<file path="src/rtl/rif_pkg.sv">
package rif_pkg;
  typedef enum logic [1:0] {
    SEL_RELOAD = 2'd0,
    SEL_MODE   = 2'd1,
    SEL_ACK    = 2'd2,
    SEL_ARM    = 2'd3
  } rif_sel_e;
endpackage

</file>
<file path="src/rtl/rif_edge_filter.sv">
module rif_edge_filter #(
  parameter int SEP_TICKS = 15,
  localparam int SEP_W = $clog2(SEP_TICKS + 1)
) (
  input  logic             clk,
  input  logic             rst_n,
  input  logic             a12,
  input  logic             tick,
  output logic             a12_rise,
  output logic             edge_take,
  output logic [SEP_W-1:0] sep_q
);
  localparam logic [SEP_W-1:0] SEP_V = SEP_W'(SEP_TICKS);

  logic             a12_q;
  logic [SEP_W-1:0] sep_base;

  assign a12_rise  = a12 & ~a12_q;
  assign edge_take = a12_rise && (sep_q == '0);
  assign sep_base  = a12_rise ? SEP_V : sep_q;

  always_ff @(posedge clk) begin
    if (!rst_n) begin
      a12_q <= 1'b0;
      sep_q <= '0;
    end else begin
      a12_q <= a12;
      if (tick && sep_base != '0) sep_q <= sep_base - SEP_W'(1);
      else                        sep_q <= sep_base;
    end
  end
endmodule

</file>
<file path="src/rtl/rif_countdown.sv">
module rif_countdown #(
  parameter int EDGE_DELAY = 11,
  parameter int PERIOD     = 12,
  localparam int CD_MAX = (EDGE_DELAY > PERIOD) ? EDGE_DELAY : PERIOD,
  localparam int CD_W   = $clog2(CD_MAX + 1)
) (
  input  logic            clk,
  input  logic            rst_n,
  input  logic            tick,
  input  logic            edge_take,
  input  logic            preset,
  input  logic            mode_eff,
  output logic            cnt_clk,
  output logic [CD_W-1:0] cd_q
);
  localparam logic [CD_W-1:0] DELAY_V  = CD_W'(EDGE_DELAY);
  localparam logic [CD_W-1:0] PERIOD_V = CD_W'(PERIOD);

  logic [CD_W-1:0] cd_base;

  // Writes take priority, then an accepted edge, then the tick.
  assign cd_base = preset ? PERIOD_V : (edge_take ? DELAY_V : cd_q);
  assign cnt_clk = tick && (cd_base == CD_W'(1));

  always_ff @(posedge clk) begin
    if (!rst_n) begin
      cd_q <= '0;
    end else if (tick && cd_base != '0) begin
      if (cd_base == CD_W'(1)) cd_q <= mode_eff ? PERIOD_V : '0;
      else                     cd_q <= cd_base - CD_W'(1);
    end else begin
      cd_q <= cd_base;
    end
  end
endmodule

</file>
<file path="src/rtl/rif_counter.sv">
module rif_counter
  import rif_pkg::*;
#(
  parameter int DATA_W = 8,
  localparam int CW = DATA_W + 1
) (
  input  logic              clk,
  input  logic              rst_n,
  input  logic              wr_en,
  input  logic [1:0]        wr_sel,
  input  logic [DATA_W-1:0] wr_data,
  input  logic              cnt_clk,
  output logic              mode_eff,
  output logic              preset,
  output logic              en_q,
  output logic              irq_q
);
  logic              wr_rld, wr_mode, wr_ack, wr_arm;
  logic [DATA_W-1:0] rld_q, rld_eff;
  logic [CW-1:0]     cnt_q;
  logic              mode_q, rpend_q, rpend_eff, en_eff, irq_eff, fire;

  function automatic logic [CW-1:0] step_cnt(input logic [CW-1:0] cur,
                                             input logic [DATA_W-1:0] rld,
                                             input logic rp);
    if (rp)             return CW'(rld) + CW'(1);
    else if (cur == '0) return CW'(rld);
    else                return cur - CW'(1);
  endfunction

  assign wr_rld  = wr_en && (wr_sel == SEL_RELOAD);
  assign wr_mode = wr_en && (wr_sel == SEL_MODE);
  assign wr_ack  = wr_en && (wr_sel == SEL_ACK);
  assign wr_arm  = wr_en && (wr_sel == SEL_ARM);

  assign rld_eff   = wr_rld ? wr_data : rld_q;
  assign mode_eff  = wr_mode ? wr_data[0] : mode_q;
  assign preset    = wr_mode && wr_data[0];
  assign rpend_eff = wr_mode | rpend_q;
  assign en_eff    = wr_ack ? 1'b0 : (wr_arm | en_q);
  assign irq_eff   = wr_ack ? 1'b0 : irq_q;
  assign fire      = cnt_clk && !rpend_eff && (cnt_q == CW'(1)) && en_eff;

  always_ff @(posedge clk) begin
    if (!rst_n) begin
      rld_q   <= '0;
      cnt_q   <= '0;
      mode_q  <= 1'b0;
      rpend_q <= 1'b0;
      en_q    <= 1'b0;
      irq_q   <= 1'b0;
    end else begin
      rld_q  <= rld_eff;
      mode_q <= mode_eff;
      en_q   <= en_eff;
      irq_q  <= irq_eff | fire;
      if (cnt_clk) begin
        cnt_q   <= step_cnt(cnt_q, rld_eff, rpend_eff);
        rpend_q <= 1'b0;
      end else begin
        rpend_q <= rpend_eff;
      end
    end
  end
endmodule

</file>
<file path="src/rtl/raster_irq_unit.sv">
module raster_irq_unit #(
  parameter int DATA_W     = 8,
  parameter int SEP_TICKS  = 15,
  parameter int EDGE_DELAY = 11,
  parameter int PERIOD     = 12,
  localparam int SEP_W  = $clog2(SEP_TICKS + 1),
  localparam int CD_MAX = (EDGE_DELAY > PERIOD) ? EDGE_DELAY : PERIOD,
  localparam int CD_W   = $clog2(CD_MAX + 1)
) (
  input  logic              clk,
  input  logic              rst_n,
  input  logic              wr_en,
  input  logic [1:0]        wr_sel,
  input  logic [DATA_W-1:0] wr_data,
  input  logic              vaddr_a12,
  input  logic              dot_tick,
  output logic              irq
);
  logic             a12_rise, edge_take, cnt_clk, mode_eff, preset, en_q;
  logic [SEP_W-1:0] sep_q;
  logic [CD_W-1:0]  cd_q;

  rif_edge_filter #(.SEP_TICKS(SEP_TICKS)) u_filter (
    .clk(clk), .rst_n(rst_n), .a12(vaddr_a12), .tick(dot_tick),
    .a12_rise(a12_rise), .edge_take(edge_take), .sep_q(sep_q)
  );

  rif_countdown #(.EDGE_DELAY(EDGE_DELAY), .PERIOD(PERIOD)) u_countdown (
    .clk(clk), .rst_n(rst_n), .tick(dot_tick), .edge_take(edge_take),
    .preset(preset), .mode_eff(mode_eff), .cnt_clk(cnt_clk), .cd_q(cd_q)
  );

  rif_counter #(.DATA_W(DATA_W)) u_counter (
    .clk(clk), .rst_n(rst_n), .wr_en(wr_en), .wr_sel(wr_sel),
    .wr_data(wr_data), .cnt_clk(cnt_clk), .mode_eff(mode_eff),
    .preset(preset), .en_q(en_q), .irq_q(irq)
  );
endmodule

</file>
<file path="config.mk">
export PLATFORM = sky130hd
export DESIGN_NAME = raster_irq_unit
export DESIGN_NICKNAME = d
export VERILOG_FILES = /design/src/rtl/rif_pkg.sv /design/src/rtl/rif_edge_filter.sv /design/src/rtl/rif_countdown.sv /design/src/rtl/rif_counter.sv /design/src/rtl/raster_irq_unit.sv
export SDC_FILE = /design/constraint.sdc
export NUM_CORES = 1
export LEC_CHECK = 0
export ABC_AREA = 1
export CORE_ASPECT_RATIO = 0.5
export CORE_MARGIN = 1.5
export CORE_UTILIZATION = 25
export DETAILED_ROUTE_END_ITERATION = 12
export GPL_TIMING_DRIVEN = 0
export PLACE_DENSITY_LB_ADDON = 0.25
export SYNTH_ARGS = -nofsm -noshare
export SYNTH_HDL_FRONTEND = slang
export SYNTH_HIERARCHICAL = 1
export SYNTH_SLANG_ARGS = --single-unit
export TNS_END_PERCENT = 100
</file>
<file path="constraint.sdc">
create_clock -name clk -period 3.1 [get_ports clk]
set_clock_uncertainty 0.15 [all_clocks]
set_input_delay 0.465 -clock clk [delete_from_list [all_inputs] [get_ports clk]]
set_output_delay 0.465 -clock clk [all_outputs]
set_load 0.02 [all_outputs]
</file>
==> summary.md, run 1 <==
| Metric | Value |
|---|---|
| Final Hold Fails | `0` |
| Crit Path Class | `primary input to register` |
| Setup WS post-layout | `0.291 ns` |
| ANT cells | `0` |
| CORE AREA | `7490 sq um` |
| Period minus WS final | `2.81 ns` |
| Setup Slack @ Placement | `-0.803 ns` |
| Worst Path Arrival | `2.86 ns` |
| Share of layout cells above drive strength 1 | `13.8%` |
| Post-synth EDFFs | `0` |
| Fillers | `843` |
| Num CTS Buffers | `5` |
| Ports | `16` |
| CTS root buf | `clkbuf_16` |
| Remaining global-route overflow | `0` |
| Commonest non-fill, non-tap cells in the layout | `nand2_1 (60), inv_1 (39), nor2_1 (32)` |
| Vias in the first global route | `1773` |
| Area growth, synth to finish | `21.9%` |
| Post-CTS Setup Repair Bufs | `0` |
| CTS tree | `built` |
| Worst-skew pair later-pin latency | `0.27 ns` |
| H-Tree Depth | `2` |
| Maximum clock insertion buffer count | `2` |
| Maximum vdd drop | `0.290 mV` |
| CP Max Fanout | `10` |
| Num Clock Sinks | `30` |
| Pwr dens | `563 nW/um^2` |
| Remaining antenna violation count after routing | `0` |
| Starting DRT DRC Count | `88` |
| Fmax | `0.356 GHz` |
| Most common cell after layout, fill and taps aside | `nand2_1` |
| Final core utilization | `32.1%` |
| Max cap viols | `0` |
| DIE AREA | `8470 sq um` |
| Worst slew margin | `57.1%` |
| Post-synthesis cell type count | `32` |
| Run status | `completed` |
| Mapped Avg Cell Area | `6.64 sq um` |
| Slew Limit Fails | `0` |
| Crit start category | `primary input` |
| Worst hold slack | `0.322 ns` |
| WL per Instance | `10.8 microns` |
| Non-filler cells, final | `426` |
| Die Y | `65.8 microns` |
| Post-CTS resize count | `3` |
| Rows | `22` |
| Synth warnings | `6` |
| Critical Path RT | `3.15 ns` |
| Crit share post-route | `90.6%` |
| Post-synth ARST share | `0%` |
| Via-per-instance ratio | `4.51` |
| First-pass GRT wire length | `8.17 mm` |
| Largest net degree at the start of global routing | `18` |
| Sequential cell area fraction in the yosys report | `30.4%` |
| Reg area | `601 sq um` |
| Initial antenna violation count | `0` |
| HP Class | `register to register` |
| Final setup TNS | `0 ns` |
| DRT Pass-1 Iters | `4` |
| Worst Max-Slew Pin Slew | `0.642 ns` |
| Nets@finish | `341` |
| Port Buffer Count | `14` |
| Post-Route WL | `4.59 mm` |
| Area after DPL | `2250 sq um` |
| DRC | `0` |
| Multi-input gate area | `1200 sq um` |
| Die X | `129 microns` |
| Dpl cells | `419` |
| Cts hold-fix bufs | `0` |
| DP HPWL | `3.52 mm` |
| Mapped Cells | `297` |
| Pwr Total | `1.35 mW` |
| CP endpoint kind | `register` |
| RSZ-0062 raised after global routing | `false` |
| Overall Global Routing Usage | `12.0%` |
| Setup Viol. Count Final | `0` |
| Post-synth top flop | `dfxtp_1` |
| Initial Utilization | `26.4%` |
| FF+latch count, synth | `30` |
| Post-route cell area | `2410 sq um` |
| Clk slew on worst S/H paths | `0.05 ns` |
| Vias | `1920` |
| Synth Net Count | `320` |
| LEAKAGE | `1.05 nW` |
| Post-Syn Area | `1970 sq um` |
| Routability-driven placement congestion ratio | `0.832` |
## final timing paths
path                     from                  to  slack (ns)  cells after the start
max reg2reg    u_filter/a12_q  u_counter/cnt_q[6]        0.66                     11
max                 vaddr_a12  u_counter/cnt_q[6]        0.29                     11
min          u_counter/mode_q    u_counter/mode_q        0.32                      2
min reg2reg  u_counter/mode_q    u_counter/mode_q        0.32                      2
## registers in the layout, indices dropped and copies added (netlist names)
| signal | cells |
|---|---|
| u_counter/rld_q | 8 |
| u_countdown/cd_q | 4 |
| u_counter/mode_q | 1 |
| u_counter/en_q | 1 |
| u_counter/cnt_q | 9 |
| u_filter/sep_q | 4 |
| u_counter/rpend_q | 1 |
| u_filter/a12_q | 1 |
| u_counter/irq_q | 1 |
## worst max-delay path, stage by stage
cell and delay, ns:
clkdlybuf4s50_1 0.52, nand2_4 0.11, nor4_4 0.36, o21ai_2 0.16
inv_1 0.10, ha_1 0.15, nand4_2 0.20, nor2_2 0.23
clkbuf_2 0.26, o21ai_0 0.14, a21oi_1 0.15
## layer usage
metal	track usage [%]	vias up	part of all wire (%)
met5	0	-	0
met4	3.79	0	0.74
met3	2.18	2	3.1
met2	20.1	35	45
met1	15.9	875	51
li1	-	1008	-
## logic make-up after synthesis
family	Yosys count	synth area share [%]
and+or+nand+nor	152	37.3
AOI/OAI and AO/OA	55	15.4
buffers and inverters	48	10.0
DFF	30	30.4
adders and majority gates	8	5.07
xor gates and xnor gates	4	1.78
## where the power goes
part | internal (mW) | switching, mW
clock | 0.292 | 0.153
sequential | 0.425 | 0.0284
combinational | 0.168 | 0.288
total | 0.884 | 0.470
## cell usage after synthesis (5+ instances only)
cell	number	area share (%)
inv_1	39	7.4
a21oi_1	28	7.1
nand2_2	8	2.5
nand3_1	23	5.8
nor2_1	34	6.5
dfxtp_1	30	30
ha_1	8	5.1
o21ai_0	18	4.6
inv_2	5	0.95
nand4_1	8	2.5
nand2_1	60	11
## layout make-up
| type | count | area share, % |
|---|---|---|
| Multi-Input combinational cell | 219 | 49.8 |
| Sequential cell | 30 | 25.0 |
| Inverter | 44 | 6.86 |
| Timing Repair Buffer | 14 | 5.82 |
| Tap cell | 108 | 5.62 |
| Clock buffer | 7 | 5.51 |
| Buffer | 4 | 1.40 |
Note: power is estimated with default switching activity, not from simulation.
==> run 2: changes to the inputs <==
GPL_TIMING_DRIVEN = unset   (was 0)
==> run 2 against run 1 <==
Net effect:
- flip-flop and latch count unchanged
- clock-buffer cell count did not move
- sequential share of layout area fell by 0.28 points
- cell area is 1.1% higher
- hold slack got worse by 0.0094 ns
- highest routed layer unchanged
==> summary.md, run 2 (synthesis results as in run 1) <==
| Metric | Value |
|---|---|
| WL per Instance | `11.0 microns` |
| Reg area | `601 sq um` |
| WP buf/inv | `4` |
| LEAKAGE | `1.08 nW` |
| Run status | `completed` |
| Worst slew margin | `68.3%` |
| DP HPWL | `3.55 mm` |
| Vias in the first global route | `1788` |
| Ports | `16` |
| Vias | `1956` |
| Largest net degree at the start of global routing | `18` |
| Share of layout cells above drive strength 1 | `14.5%` |
| Clk slew on worst S/H paths | `0.05 ns` |
| Via-per-instance ratio | `4.53` |
| Critical Path RT | `3.15 ns` |
| Post-CTS resize count | `0` |
| Maximum vdd drop | `0.269 mV` |
| CORE AREA | `7490 sq um` |
| CTS tree | `built` |
| Period minus WS final | `2.71 ns` |
| Initial Utilization | `26.4%` |
| ANT cells | `0` |
| Worst Max-Slew Pin Slew | `0.475 ns` |
| Overall Global Routing Usage | `12.1%` |
| Worst Path Arrival | `2.75 ns` |
| Cts hold-fix bufs | `0` |
| Slew Limit Fails | `0` |
| Cell family contributing the most delay on the critical path | `buffers and inverters` |
| Most common cell after layout, fill and taps aside | `nand2_1` |
| R2R Setup Slk | `0.73 ns` |
| DRC | `0` |
| Critical-path top delay cell | `clkdlybuf4s50_1` |
| Die Y | `65.8 microns` |
| CP Max Fanout | `11` |
| Area growth, synth to finish | `23.3%` |
| Maximum clock insertion buffer count | `2` |
| First-pass GRT wire length | `8.17 mm` |
| Port Buffer Count | `15` |
| Num CTS Buffers | `5` |
| Rows | `22` |
| Worst hold slack | `0.313 ns` |
| Crit start category | `primary input` |
| WHS Path Cells | `2` |
| Remaining antenna violation count after routing | `0` |
| Setup Viol. Count Final | `0` |
| Biggest registers after layout | `u_counter/cnt_q (9), u_counter/rld_q (8)` |
| Commonest non-fill, non-tap cells in the layout | `nand2_1 (60), inv_1 (39), nor2_1 (34)` |
| Crit path largest cell delay | `0.52 ns` |
| Worst R2R End | `u_counter/cnt_q[6]` |
| Worst min-delay path endpoint | `u_counter/irq_q` |
| Num Clock Sinks | `30` |
| Die X | `129 microns` |
| Starting DRT DRC Count | `101` |
| Initial antenna violation count | `0` |
| Crit Path Class | `primary input to register` |
| Max reg flops | `9` |
| Routability-driven placement congestion ratio | `0.862` |
| Pwr dens | `576 nW/um^2` |
| Post-Route WL | `4.73 mm` |
| Reg2reg start | `u_filter/sep_q[0]` |
| Final setup TNS | `0 ns` |
| Crit path cell chain | `clkdlybuf4s50_1, nand2_4, nor4_1, buf_4, o21ai_0, inv_1, ha_1, nand4_2, nor2_1, buf_4, o21ai_0, a21oi_1` |
| Fmax | `0.370 GHz` |
| Biggest register | `u_counter/cnt_q` |
| H-Tree Depth | `2` |
| Worst-skew pair later-pin latency | `0.27 ns` |
| Crit share post-route | `87.3%` |
| Fillers | `828` |
| FF-to-FF path depth | `13` |
| DRT Pass-1 Iters | `4` |
| DIE AREA | `8470 sq um` |
| Nets@finish | `346` |
| Multi-input gate area | `1170 sq um` |
| Pwr Total | `1.40 mW` |
| Remaining global-route overflow | `0` |
| Non-filler cells, final | `432` |
| Max cap viols | `0` |
| CP endpoint kind | `register` |
| Final Hold Fails | `0` |
| RSZ-0062 raised after global routing | `false` |
| Hold_sp | `u_counter/irq_q` |
| Dpl cells | `424` |
| Post-CTS Setup Repair Bufs | `0` |
| CTS root buf | `clkbuf_16` |
| HP Class | `register to register` |
-- run 2: cell count changes in the layout (fill, tap and decap cells not counted), moves of 2 or more --
cell	delta
clkbuf_1	-2
nor2_2	-2
buf_4	+8
nor2_1	+2
-- run 2: power by group --
part	internal (mW)	total [mW]	switching, mW
logic	0.173	0.465	0.292
clock network	0.318	0.487	0.169
registers	0.424	0.450	0.0261
-- run 2: layout make-up --
| type | count | share of cell area, % |
|---|---|---|
| Inverter | 44 | 6.79 |
| Clock inverter | 1 | 0.206 |
| Clock buffer | 7 | 5.86 |
| Timing Repair Buffer | 23 | 8.64 |
| Multi-Input combinational cell | 219 | 48.3 |
| Tap cell | 108 | 5.55 |
| Sequential cell | 30 | 24.7 |
-- run 2: worst max-delay path by stage --
stage	startpoint	endpoint	slack, ns	cells after the start
finish	vaddr_a12	u_counter/cnt_q[6]	0.39	12
global route	vaddr_a12	u_counter/cnt_q[6]	0.17	12
CTS	vaddr_a12	u_counter/cnt_q[6]	0.36	12
detailed placement	vaddr_a12	u_counter/cnt_q[6]	0.09	12
global placement	vaddr_a12	u_counter/cnt_q[8]	0.19	12
floorplan	vaddr_a12	u_counter/cnt_q[1]	0.40	10
-- run 2: tightest hold or removal path, stage by stage, from the launching register on --
cell	delay (ns)
dfxtp_1	0.30
nand2_1	0.06
a21oi_1	0.05
-- run 2: stage by stage --
| step | utilization (%) | area [sq um] | worst slack [ns] |
|---|---|---|---|
| 2_1_floorplan | - | 1970 | 0.404 |
| 3_3_place_gp | 30.5 | 2290 | 0.189 |
| 3_5_place_dp | 30.5 | 2290 | 0.0917 |
| 4_1_cts | 32.5 | 2430 | 0.358 |
| 5_1_grt | 32.5 | 2430 | 0.167 |
| 6_report | 32.5 | 2430 | 0.394 |
-- run 2: metal layers --
layer	routed length, microns	track usage (%)
met5	0	0
met1	2460	15.8
met4	53	3.93
met2	2100	20.4
met3	118	2.35
==> run 3: changes to the inputs <==
--- a/config.mk
+++ b/config.mk
@@ -11,2 +11,3 @@
 export CORE_UTILIZATION = 25
+export CTS_BUF_LIST = sky130_fd_sc_hd__clkbuf_8
 export DETAILED_ROUTE_END_ITERATION = 12
==> constraint.sdc (replaced) <==
create_clock -name clk -period 3.1 [get_ports clk]
set_clock_uncertainty 0.15 [all_clocks]
set_input_delay 0.31 -clock clk [delete_from_list [all_inputs] [get_ports clk]]
set_output_delay 0.31 -clock clk [all_outputs]
set_load 0.05 [all_outputs]
==> run 3 against run 2 <==
Net effect:
- via count is 0.66% higher
- first-iteration DRC count shrank 12%
- power fell by 11%
- largest cell class unchanged
- sequential share of layout area is 0.70 points higher
- critical path depth stayed put
- clock power is 31% lower
- cell area fell by 2.8%
- non-clock buffer count is 2 lower
- combinational power is essentially flat
- hold slack improved by 0.011 ns
- flip-flop and latch count did not move
- setup slack gained 0.13 ns
==> summary.md, run 3 (synthesis results as in run 1) <==
| Metric | Value |
|---|---|
| Run status | `completed` |
| Worst min-delay path endpoint | `u_counter/irq_q` |
| Commonest non-fill, non-tap cells in the layout | `nand2_1 (60), inv_1 (39), nor2_1 (34)` |
| R2R Setup Slk | `0.71 ns` |
| Worst hold slack | `0.324 ns` |
| Vias in the first global route | `1826` |
| Pwr dens | `527 nW/um^2` |
| DRC | `0` |
| Reg2reg start | `u_filter/sep_q[0]` |
| Fmax | `0.388 GHz` |
| Port Buffer Count | `15` |
| Slew Limit Fails | `0` |
| Share of layout cells above drive strength 1 | `14.3%` |
| Clk slew on worst S/H paths | `0.07 ns` |
| Worst-skew pair later-pin latency | `0.28 ns` |
| Final Hold Fails | `0` |
| Hold_sp | `u_counter/irq_q` |
| Critical Path RT | `3.12 ns` |
| Remaining global-route overflow | `0` |
| RSZ-0062 raised after global routing | `false` |
| Initial antenna violation count | `0` |
| Crit start category | `primary input` |
| Vias | `1969` |
| CTS tree | `built` |
| Worst R2R End | `u_counter/cnt_q[8]` |
| Die X | `129 microns` |
| Routability-driven placement congestion ratio | `0.871` |
| Ports | `16` |
| Crit Path Class | `primary input to register` |
| Max reg flops | `9` |
| Nets@finish | `344` |
| LEAKAGE | `1.04 nW` |
| Largest net degree at the start of global routing | `18` |
| Biggest registers after layout | `u_counter/cnt_q (9), u_counter/rld_q (8)` |
| Remaining antenna violation count after routing | `0` |
| WL per Instance | `10.8 microns` |
| DRT Pass-1 Iters | `4` |
| Cts hold-fix bufs | `0` |
| DIE AREA | `8470 sq um` |
| Pwr Total | `1.25 mW` |
| Max cap viols | `0` |
| CTS root buf | `clkbuf_8` |
| Post-CTS resize count | `0` |
| CP Max Fanout | `8` |
| Period minus WS final | `2.58 ns` |
| Area growth, synth to finish | `19.9%` |
| Crit share post-route | `83.2%` |
| Rows | `22` |
| First-pass GRT wire length | `8.06 mm` |
| HP Class | `register to register` |
| H-Tree Depth | `2` |
| Die Y | `65.8 microns` |
| DP HPWL | `3.57 mm` |
| Num Clock Sinks | `30` |
| WHS Path Cells | `2` |
| Via-per-instance ratio | `4.58` |
| FF-to-FF path depth | `13` |
| ANT cells | `0` |
| CORE AREA | `7490 sq um` |
| Final setup TNS | `0 ns` |
| Initial Utilization | `26.4%` |
| Num CTS Buffers | `5` |
| Post-Route WL | `4.63 mm` |
| CP endpoint kind | `register` |
| Maximum vdd drop | `0.155 mV` |
| Setup Viol. Count Final | `0` |
| Worst slew margin | `66.3%` |
| Worst Path Arrival | `2.59 ns` |
| Post-CTS Setup Repair Bufs | `0` |
| Biggest register | `u_counter/cnt_q` |
| Starting DRT DRC Count | `89` |
| Overall Global Routing Usage | `11.8%` |
| Maximum clock insertion buffer count | `2` |
| Most common cell after layout, fill and taps aside | `nand2_1` |
| Worst Max-Slew Pin Slew | `0.503 ns` |
-- run 3: cell types whose count changed in the layout (fill, tap and decap cells not counted) --
cell        change
clkbuf_8        +5
clkbuf_16       -5
buf_4           -2
clkbuf_1        -1
clkinvlp_4      +1
-- run 3: metrics by stage --
step	instance area, sq um	util, %	std cells	setup slack (ns)
global route	2370	31.6	430	0.311
CTS	2370	31.6	430	0.502
detailed placement	2270	30.3	422	0.217
finish	2370	31.6	430	0.521
global placement	2270	30.3	422	0.320
floorplan	1970	-	297	0.502
-- run 3: worst max path at each step --
| stage | startpoint | to | slack (ns) |
|---|---|---|---|
| 2_1_floorplan | u_filter/a12_q | u_counter/cnt_q[1] | 0.50 |
| 3_3_place_gp | vaddr_a12 | u_counter/cnt_q[8] | 0.32 |
| 3_5_place_dp | vaddr_a12 | u_counter/cnt_q[8] | 0.22 |
| 4_1_cts | vaddr_a12 | u_counter/cnt_q[1] | 0.50 |
| 5_1_grt | vaddr_a12 | u_counter/cnt_q[8] | 0.31 |
| 6_report | vaddr_a12 | u_counter/cnt_q[8] | 0.52 |
-- run 3: layout make-up --
class | count | area [sq um]
Fill cell | 832 | 5120
Clock buffer | 6 | 82.6
Timing Repair Buffer | 21 | 195
Inverter | 44 | 165
Clock inverter | 2 | 12.5
Sequential cell | 30 | 601
Multi-Input combinational cell | 219 | 1170
Tap cell | 108 | 135
-- run 3: layer usage --
layer / track usage (%) / share of wire, %
met4: 3.51 / 0.45
met3: 2.10 / 2.5
met1: 14.1 / 50
met5: 0 / 0
met2: 21.8 / 47
-- run 3: report_power, final --
group          leakage [nW]  total (mW)  switching [mW]  internal (mW)
clock network        0.0472       0.334           0.156          0.178
registers             0.246       0.450          0.0266          0.423
logic                 0.751       0.463           0.291          0.172
-- run 3: worst max-delay path, cell delays in order --
cell             delay [ns]
clkdlybuf4s50_1        0.52
nand2_4                0.10
nor4_1                 0.24
buf_4                  0.19
o21ai_0                0.11
inv_1                  0.11
ha_1                   0.18
nand4_2                0.19
nor2_1                 0.21
inv_1                  0.18
a31oi_1                0.18
a21oi_1                0.08
